## config.mk

```make
export PLATFORM = sky130hd
export DESIGN_NAME = sxf_top
export DESIGN_NICKNAME = d
export VERILOG_FILES = /design/src/rtl/sxf_pkg.sv /design/src/rtl/sxf_match.sv /design/src/rtl/sxf_chan.sv /design/src/rtl/sxf_top.sv
export SDC_FILE = /design/constraint.sdc
export NUM_CORES = 1
export LEC_CHECK = 0
export ABC_AREA = 1
export BUFFER_PORTS_ARGS = -buffer_cell sky130_fd_sc_hd__clkbuf_2
export CAP_MARGIN = 15
export CORE_MARGIN = 4
export CORE_UTILIZATION = 25
export CTS_CLUSTER_DIAMETER = 50
export DETAILED_ROUTE_END_ITERATION = 6
export RECOVER_POWER = 25
export SLEW_MARGIN = 25
export SYNTH_ARGS = -nofsm -noshare
export SYNTH_HDL_FRONTEND = slang
export SYNTH_HIERARCHICAL = 1
export SYNTH_SLANG_ARGS = --single-unit
```

## constraint.sdc

```tcl
create_clock -name clk -period 2.05 [get_ports clk]
set_clock_uncertainty 0.15 [all_clocks]
set_input_delay 0.1025 -clock clk [delete_from_list [all_inputs] [get_ports clk]]
set_output_delay 0.1025 -clock clk [all_outputs]
set_load 0.01 [all_outputs]
```

## src/rtl/sxf_pkg.sv

```systemverilog
package sxf_pkg;

    typedef enum logic [1:0] {
        REG_DATA = 2'd0,
        REG_SRC  = 2'd1,
        REG_DST  = 2'd2,
        REG_CTL  = 2'd3
    } sxf_reg_e;

    localparam int CTL_EN_BIT    = 0;
    localparam int CTL_RESTR_BIT = 1;
    localparam int CTL_SEL_LSB   = 2;

endpackage

```

## src/rtl/sxf_match.sv

```systemverilog
module sxf_match #(
    parameter int SLOT_W = 5
) (
    input  logic              tick_i,
    input  logic              en_i,
    input  logic [SLOT_W-1:0] slot_i,
    input  logic [SLOT_W-1:0] want_i,
    output logic              hit_o
);

    always_comb begin
        hit_o = tick_i && en_i && (want_i == slot_i);
    end

endmodule

```

## src/rtl/sxf_chan.sv

```systemverilog
module sxf_chan
    import sxf_pkg::*;
#(
    parameter int DW       = 8,
    parameter int AW       = 8,
    parameter int SLOT_W   = 5,
    parameter int SUB_BITS = 2
) (
    input  logic              clk,
    input  logic              rst_n,
    input  logic              tick_i,
    input  logic [SLOT_W-1:0] slot_i,
    input  logic              cpu_we_i,
    input  logic              cpu_re_i,
    input  sxf_reg_e          cpu_reg_i,
    input  logic [DW-1:0]     cpu_wdata_i,
    output logic [DW-1:0]     cpu_rdata_o,
    output logic              rd_en_o,
    output logic [AW-1:0]     rd_addr_o,
    input  logic [DW-1:0]     rd_data_i,
    output logic              wr_en_o,
    output logic [AW-1:0]     wr_addr_o,
    output logic [DW-1:0]     wr_data_o,
    output logic [DW-1:0]     wr_mask_o
);

    localparam int NSUB  = DW / SUB_BITS;
    localparam int SEL_W = (NSUB > 1) ? $clog2(NSUB) : 1;
    localparam logic [DW-1:0] FIELD = DW'((1 << SUB_BITS) - 1);

    typedef struct packed {
        logic             en;
        logic             restr;
        logic [SEL_W-1:0] sel;
    } ctl_t;

    typedef struct packed {
        logic [DW-1:0] data;
        logic [AW-1:0] src;
        logic [AW-1:0] dst;
        ctl_t          ctl;
        logic          flag;
    } chan_t;

    chan_t st_d, st_q;
    logic  rd_hit, wr_hit;
    logic [DW-1:0] mask;

    sxf_match #(.SLOT_W(SLOT_W)) u_rd_match (
        .tick_i (tick_i),
        .en_i   (st_q.ctl.en),
        .slot_i (slot_i),
        .want_i (st_q.src[SLOT_W-1:0]),
        .hit_o  (rd_hit)
    );

    sxf_match #(.SLOT_W(SLOT_W)) u_wr_match (
        .tick_i (tick_i),
        .en_i   (st_q.ctl.en),
        .slot_i (slot_i),
        .want_i (st_q.dst[SLOT_W-1:0]),
        .hit_o  (wr_hit)
    );

    always_comb begin
        st_d = st_q;
        mask = st_q.ctl.restr ? (FIELD << (SUB_BITS * int'(st_q.ctl.sel))) : '1;

        if (cpu_we_i) begin
            case (cpu_reg_i)
                REG_DATA: st_d.data = cpu_wdata_i;
                REG_SRC:  st_d.src  = cpu_wdata_i[AW-1:0];
                REG_DST:  st_d.dst  = cpu_wdata_i[AW-1:0];
                default: begin
                    st_d.ctl.en    = cpu_wdata_i[CTL_EN_BIT];
                    st_d.ctl.restr = cpu_wdata_i[CTL_RESTR_BIT];
                    st_d.ctl.sel   = cpu_wdata_i[CTL_SEL_LSB +: SEL_W];
                end
            endcase
        end
        if (cpu_re_i && cpu_reg_i == REG_DATA) begin
            st_d.flag = 1'b0;
        end
        // hardware capture overrides any host buffer write or flag clear
        if (rd_hit) begin
            st_d.data = (st_q.data & ~mask) | (rd_data_i & mask);
            st_d.flag = 1'b1;
        end

        cpu_rdata_o = '0;
        case (cpu_reg_i)
            REG_DATA: cpu_rdata_o = st_q.data;
            REG_SRC:  cpu_rdata_o[AW-1:0] = st_q.src;
            REG_DST:  cpu_rdata_o[AW-1:0] = st_q.dst;
            default: begin
                cpu_rdata_o[CTL_EN_BIT]            = st_q.ctl.en;
                cpu_rdata_o[CTL_RESTR_BIT]         = st_q.ctl.restr;
                cpu_rdata_o[CTL_SEL_LSB +: SEL_W]  = st_q.ctl.sel;
                cpu_rdata_o[DW-1]                  = st_q.flag;
            end
        endcase

        rd_en_o   = rd_hit;
        rd_addr_o = st_q.src;
        wr_en_o   = wr_hit;
        wr_addr_o = st_q.dst;
        wr_data_o = st_q.data;
        wr_mask_o = mask;
    end

    always_ff @(posedge clk) begin
        if (!rst_n) begin
            st_q <= '0;
        end else begin
            st_q <= st_d;
        end
    end

endmodule

```

## src/rtl/sxf_top.sv

```systemverilog
module sxf_top
    import sxf_pkg::*;
#(
    parameter int NCH      = 2,
    parameter int DW       = 8,
    parameter int PORT_W   = 2,
    parameter int SLOT_W   = 5,
    parameter int SUB_BITS = 2,
    localparam int AW      = 1 + PORT_W + SLOT_W,
    localparam int CH_W    = (NCH > 1) ? $clog2(NCH) : 1,
    localparam int CA_W    = CH_W + 2
) (
    input  logic              clk,
    input  logic              rst_n,
    input  logic              tick_i,
    input  logic [SLOT_W-1:0] slot_i,
    input  logic [CA_W-1:0]   cpu_addr_i,
    input  logic              cpu_we_i,
    input  logic              cpu_re_i,
    input  logic [DW-1:0]     cpu_wdata_i,
    output logic [DW-1:0]     cpu_rdata_o,
    output logic [NCH-1:0]    rd_en_o,
    output logic [NCH*AW-1:0] rd_addr_o,
    input  logic [NCH*DW-1:0] rd_data_i,
    output logic [NCH-1:0]    wr_en_o,
    output logic [NCH*AW-1:0] wr_addr_o,
    output logic [NCH*DW-1:0] wr_data_o,
    output logic [NCH*DW-1:0] wr_mask_o
);

    logic [DW-1:0] ch_rdata [NCH];
    sxf_reg_e      reg_sel;
    logic [CH_W-1:0] ch_sel;

    always_comb begin
        reg_sel = sxf_reg_e'(cpu_addr_i[1:0]);
        ch_sel  = cpu_addr_i[CA_W-1:2];
    end

    for (genvar c = 0; c < NCH; c++) begin : g_ch
        logic pick;
        always_comb pick = (ch_sel == CH_W'(c));

        sxf_chan #(
            .DW(DW), .AW(AW), .SLOT_W(SLOT_W), .SUB_BITS(SUB_BITS)
        ) u_chan (
            .clk         (clk),
            .rst_n       (rst_n),
            .tick_i      (tick_i),
            .slot_i      (slot_i),
            .cpu_we_i    (cpu_we_i && pick),
            .cpu_re_i    (cpu_re_i && pick),
            .cpu_reg_i   (reg_sel),
            .cpu_wdata_i (cpu_wdata_i),
            .cpu_rdata_o (ch_rdata[c]),
            .rd_en_o     (rd_en_o[c]),
            .rd_addr_o   (rd_addr_o[c*AW +: AW]),
            .rd_data_i   (rd_data_i[c*DW +: DW]),
            .wr_en_o     (wr_en_o[c]),
            .wr_addr_o   (wr_addr_o[c*AW +: AW]),
            .wr_data_o   (wr_data_o[c*DW +: DW]),
            .wr_mask_o   (wr_mask_o[c*DW +: DW])
        );
    end

    always_comb begin
        cpu_rdata_o = '0;
        for (int c = 0; c < NCH; c++) begin
            if (ch_sel == CH_W'(c)) cpu_rdata_o = ch_rdata[c];
        end
    end

endmodule

```

==> results of run 1 <==
## per-stage QoR
step	hold WS (ns)	std cells	worst slack, ns	util, %
after floorplan	0.110	654	0.395	-
after global placement	0.301	922	0.349	27.9
after detailed placement	0.303	922	0.326	27.9
after CTS	0.00851	942	0.175	30.2
after global routing	0.0451	942	0.0428	29.8
final	0.0158	942	0.185	29.8
## worst max path at each step
| stage | from | endpoint | depth (start not counted) | slack [ns] |
|---|---|---|---|---|
| after global routing | g_ch[1].u_chan/rd_addr_o[1] | rd_en_o[1] | 9 | 0.04 |
| after detailed placement | g_ch[0].u_chan/rd_addr_o[1] | flop | 12 | 0.33 |
| after CTS | g_ch[1].u_chan/rd_addr_o[1] | rd_en_o[1] | 9 | 0.18 |
| after floorplan | g_ch[0].u_chan/rd_addr_o[3] | flop | 12 | 0.40 |
| after global placement | g_ch[1].u_chan/rd_addr_o[1] | flop | 12 | 0.35 |
| final | g_ch[1].u_chan/rd_addr_o[1] | rd_en_o[1] | 9 | 0.18 |
## power by group
part | total, W | switching [W] | leakage, nW | internal, W
clock | 0.00161 | 0.000533 | 0.154 | 0.00107
combinational | 0.000408 | 0.000269 | 1.68 | 0.000139
sequential | 0.00120 | 0.0000339 | 0.471 | 0.00116
total | 0.00321 | 0.000836 | 2.31 | 0.00237
## layout make-up
class	instances	share of cell area (%)
sequential	58	24.3
tap	216	5.66
multi-input combinational	430	41.3
inverter	95	7.62
clock buffer	13	5.87
clock inverter	3	0.943
timing repair buffer	127	14.3
## what timing repair did
action                                  CTS  global route
hold buffers                              4             0
endpoints found under the setup margin    0             0
hold endpoints to repair                  4             0
## tightest hold or removal path, stage by stage
cell and delay [ns]:
clkbuf_2 0.10, nand2_1 0.05, inv_1 0.04, nand2_1 0.05
nand2_1 0.06, a21oi_1 0.05
## cell usage in the layout (no fill, tap or decap), drive strengths merged
cell	instances
clkinvlp	4
a21oi	42
inv	93
nand2	258
dlygate4sd3	4
xnor2	8
buf	11
clkbuf	125
o221ai	4
o211ai	2
o2111ai	10
dfxtp	58
nor2	54
o21ai	22
bufinv	1
nand3	30
## cell families after synthesis
logic type                after synthesis
and+or+nand+nor                       342
AOI/OAI and AO/OA                      80
xor gates and xnor gates                8
DFF                                    58
buffers and inverters                 166
## metal layers
metal  vias to the layer above  global-route usage [%]  wire length, µm
met5                         -                       0               18
met1                      1772                    21.7             6540
li1                       2098                       -                -
met2                       162                    21.1             5560
met3                        21                    3.22             1070
met4                         2                    4.98              259
==> flow_summary.yaml, run 1 <==
logic_synthesis:
  synth_ff_type: "dfxtp_1"
  yosys.cell_count.top_type: "nand2_1"
  synthAdderAreaFrac_pct: 0
  yosys.area_share.xor_xnor_pct: 1.71
  synthCells: 654
  synth-simple-area-share_pct: 35.4
  synth.mux.area_fraction_pct: 0
  synthTopCellsByArea: "dfxtp_1 28%, nand2_1 22%, buf_4 11%, inv_1 8.0%, a21oi_1 4.4%"
  avgSynthCellArea_um2: 6.27
  yosysTopAreaCell: "dfxtp_1"
  syn_area_mm2: 0.00410
  synth_top_cells_by_count: "238 x nand2_1, 87 x inv_1, 60 x buf_4"
  synthDominantCellAreaShare_pct: 28.3
  syn_nets: 691
  seq_area_frac_synth_pct: 28.3
  synth_seq_cells: 58
  yosys_warnings: 6
  synth_top_family_by_area: "simple AND/OR/NAND/NOR gates"
  synth_compound_area_share_pct: 12.1
  synth-edff-count: 0
  synth_cell_types: 24
  async_reset_ff_share_pct: 0
timing:
  finalSetupTns_ns: 0
  hold_violations: 0
  relSlewSlack_pct: 59.8
  max_freq_mhz: 536
  tightest_slew_ns: 0.602
  drv_slew: 0
  final.min_clock_period_ns: 1.87
  post-route-period-util_pct: 91.0
  rsz0062_at_grt: "no"
  setup_violations: 0
pwr:
  p_leak_nw: 2.31
  power_density_mw_per_mm2: 672
  power.total_w: 0.00321
  peakVddDrop_mv: 0.400
cts:
  root_buffer: "clkbuf_16"
  post-cts-setup-buffers: 0
  cts_resized: 0
  clk_latency_ns: 0.33
  path_clk_slew_ns: 0.06
  clock_sinks: 58
  h-tree-depth: 3
  cts_inserted_buffers: 9
  clockBufferDepth: 2
  cts_tree: "done"
routing:
  viasPerCell: 4.30
  wl_per_cell_um: 14.3
  drc: 0
  drt_wl_total_um: 13500
  first_pass_iters: 5
  detail_route.iter0.violations: 272
  ant_nets: 0
  vias: 4055
layout:
  seqCellArea_mm2: 0.00116
  layout.nets: 758
  antenna_cells: 0
  nFillCells: 1870
  drive_gt1_share_pct: 23.3
  areaGrowthSynthToFinish_pct: 16.5
  multi_input_area_mm2: 0.00197
  fin_area_mm2: 0.00478
setup_path:
  max_stage_delay_ns: 0.38
  worst-path-max-fanout: 11
  path_cells: "inv_1 > nand2_1 > nand2_1 > nor2_1 > nand2_1 > nor2_2 > buf_4 > buf_4 > clkbuf_2"
  path_buf_inv: 4
  crit_slowest_cell: "dfxtp_1"
  crit_path_start_kind: "flop"
  required_ns: 1.80
  endpoint_kind: "output port"
  path_class: "flop to output port"
  critical-path-top-delay-family: "buffers and inverters"
  crit_top_cell: "nand2_1"
  arrival_ns: 1.61
  r2r.worst_path.cells: 12
  reg2reg_slack_ns: 0.31
  r2r_start: "g_ch[0].u_chan/rd_addr_o[3]"
global_route:
  grt_max_degree: 41
  overflow: 0
  track_usage_pct: 14.7
  antenna_found_initial: 1
  grt_pass1_wl_um: 21000
  first_global_vias: 3716
die:
  dieArea_mm2: 0.0185
  rows: 46
  fp.dieH_um: 136
  io_pins: 113
  start_util_pct: 25.6
  core_mm2: 0.0160
  die_w_um: 136
run:
  drv_cap: 0
outcome:
  outcome: "finished clean"
worst_hold_path:
  hold_class: "input port to flop"
  holdPathStages: 6
  hp-start: "cpu_re_i"
  hold_end: "g_ch[1].u_chan/st_q[0]"
placement:
  io_buffer_count: 112
  dp_hpwl_um: 10500
  postPlaceCellArea_mm2: 0.00447
  place.gp.congestion: 0.823
Note: power is estimated with default switching activity, not from simulation.
==> inputs of run 2 (changes only) <==
- ABC_AREA: 1 -> 0
==> run 2 against run 1 <==
  * Register-to-register slack worse by 0.18 ns
  * Utilization up 0.70 points
  * Clock-buffer cell count unchanged
  * Clock power decreased by 16%
  * Synthesized cell count shrank 34%
  * Non-clock buffer count increased by 16
  * First-iteration DRC count down 17%
  * Sequential share of layout area is 0.38 points higher
  * Global-route usage is 0.53 points lower
  * Largest cell class unchanged
  * Highest routed layer unchanged
==> flow_summary.yaml, run 2 <==
cts:
  clockBufferDepth: 2
  root_buffer: "clkbuf_16"
  cts_inserted_buffers: 9
  path_clk_slew_ns: 0.05
  cts_tree: "done"
  clock_sinks: 58
  h-tree-depth: 3
  clk_latency_ns: 0.33
logic_synthesis:
  seq_area_frac_synth_pct: 29.1
  async_reset_ff_share_pct: 0
  syn_nets: 468
  synthTopCellsByArea: "dfxtp_1 29%, buf_4 12%, mux2i_1 12%, nor2_1 5.5%, mux4_1 5.3%"
  synthDominantCellAreaShare_pct: 29.1
  synth_seq_cells: 58
  synth_cell_types: 40
  synth-edff-count: 0
  yosys.cell_count.top_type: "buf_4"
  yosys_warnings: 6
  syn_area_mm2: 0.00399
  avgSynthCellArea_um2: 9.26
  synth_ff_type: "dfxtp_1"
  yosysTopAreaCell: "dfxtp_1"
  synthCells: 431
  synth_top_cells_by_count: "64 x buf_4, 58 x dfxtp_1, 58 x nor2_1"
die:
  start_util_pct: 25.9
  io_pins: 113
  die_w_um: 134
  rows: 45
  fp.dieH_um: 134
  dieArea_mm2: 0.0180
  core_mm2: 0.0154
setup_path:
  arrival_ns: 1.72
  r2r_start: "g_ch[0].u_chan/rd_addr_o[4]"
  max_stage_delay_ns: 0.52
  crit_end: "cpu_rdata_o[1]"
  r2r.worst_path.cells: 7
  endpoint_kind: "output port"
  path_cells: "buf_4 > mux4_1 > mux2_4 > clkbuf_2"
  crit_slowest_cell: "mux4_1"
  crit_path_start_kind: "flop"
  path_class: "flop to output port"
  reg2reg_slack_ns: 0.13
  crit_path_start: "g_ch[0].u_chan/rd_addr_o[1]"
  required_ns: 1.80
  worst-path-max-fanout: 3
layout:
  layout.cells.non_filler: 718
  utilization_pct: 30.6
  layout.nets: 539
  fin_area_mm2: 0.00471
  antenna_cells: 0
  final_cell_mix: "80 x clkbuf_2, 58 x nor2_1, 56 x dfxtp_1"
  areaGrowthSynthToFinish_pct: 18.1
  layout_commonest_cell: "clkbuf_2"
  drive_gt1_share_pct: 30.2
routing:
  drt_wl_total_um: 13100
  first_pass_iters: 5
  vias: 3472
  ant_nets: 0
  wl_per_cell_um: 18.2
  detail_route.iter0.violations: 226
  viasPerCell: 4.84
  drc: 0
timing:
  tightest_slew_ns: 0.848
  finalSetupTns_ns: 0
  setup_violations: 0
  rsz0062_at_grt: "yes"
  hold_violations: 0
  relSlewSlack_pct: 43.4
  post-route-period-util_pct: 96.3
  max_freq_mhz: 507
  drv_slew: 0
  final.min_clock_period_ns: 1.97
placement:
  dp_hpwl_um: 10200
  place.gp.congestion: 0.813
  postPlaceCellArea_mm2: 0.00442
  placedCellCount: 695
  io_buffer_count: 112
global_route:
  first_global_vias: 3518
  track_usage_pct: 14.2
  grt_pass1_wl_um: 19900
  antenna_found_initial: 1
  grt_max_degree: 25
  overflow: 0
worst_hold_path:
  hold_class: "input port to flop"
  hp-start: "cpu_wdata_i[5]"
outcome:
  outcome: "finished clean"
run:
  drv_cap: 0
pwr:
  p_leak_nw: 2.12
  peakVddDrop_mv: 0.433
  power_density_mw_per_mm2: 620
  power.total_w: 0.00292
-- run 2: changes by cell type after synthesis, moves of 12 or more --
cell	previous run	this run
a32oi_1	0	16
nand2_2	12	0
nand2_1	238	20
nand3_1	30	6
mux2i_1	0	46
and2_1	0	12
o21ai_0	18	6
nor3_1	0	12
inv_1	87	10
xnor2_1	8	20
a21oi_1	36	8
nor2_1	46	58
-- run 2: area by class of cell --
type / count / area [µm²]
sequential: 58 / 1160
fill: 1712 / 10700
clock buffer: 13 / 250
multi-input combinational: 280 / 2210
clock inverter: 3 / 15.0
inverter: 10 / 37.5
tap: 211 / 264
timing repair buffer: 143 / 776
-- run 2: critical path: cells and delay by family (launching register included) --
kind / cells / cell delay, ns
multiplexers: 2 / 0.80
flip-flops: 1 / 0.32
buffers and inverters: 2 / 0.28
-- run 2: metrics by stage --
stage	setup slack [ns]	hold WS, ns
after floorplan	0.171	0.0701
after global placement	0.219	0.328
after detailed placement	0.119	0.334
after CTS	0.0218	0.0138
after global routing	-0.00732	0.0332
final	0.0757	0.0237
-- run 2: how the worst min path moves through the flow --
stage | endpoint | slack [ns] | cells past startpoint
floorplan | g_ch[0].u_chan/st_q[0] | 0.07 | 1
global placement | g_ch[0].u_chan/wr_addr_o[4] | 0.33 | 3
detailed placement | g_ch[0].u_chan/wr_addr_o[4] | 0.33 | 3
CTS | g_ch[1].u_chan/rd_addr_o[5] | 0.01 | 3
global route | g_ch[1].u_chan/rd_addr_o[5] | 0.03 | 3
finish | g_ch[1].u_chan/rd_addr_o[5] | 0.02 | 3
-- run 2: routing by layer --
metal | GRT usage, % | vias to the layer above | part of all wire (%)
met1 | 18.0 | 1681 | 44
met4 | 5.20 | 2 | 2.4
met2 | 22.8 | 136 | 46
met5 | 0 | - | 0.10
met3 | 4.43 | 25 | 7.7
li1 | - | 1628 | -
-- run 2: cell families after synthesis --
| family | count (synthesis) | share of synthesized area (%) |
|---|---|---|
| DFF | 58 | 29.1 |
| muxes | 64 | 20.8 |
| xor gates and xnor gates | 20 | 4.39 |
| AOI/OAI and AO/OA | 64 | 13.6 |
| buffers and inverters | 93 | 15.6 |
| and+or+nand+nor | 132 | 16.6 |
-- run 2: timing repair --
| action | CTS | global route |
|---|---|---|
| hold buffers | 1 | 0 |
| setup endpoints to repair | 0 | 7 |
| resized for setup | 0 | 4 |
| endpoints found under the hold margin | 3 | 0 |
| buffers inserted | 0 | 6 |
-- run 2: power breakdown --
| group | internal (W) | switching (W) | total (W) |
|---|---|---|---|
| Combinational | 0.000165 | 0.000214 | 0.000379 |
| Clock | 0.000844 | 0.000508 | 0.00135 |
| Sequential | 0.00116 | 0.0000344 | 0.00119 |
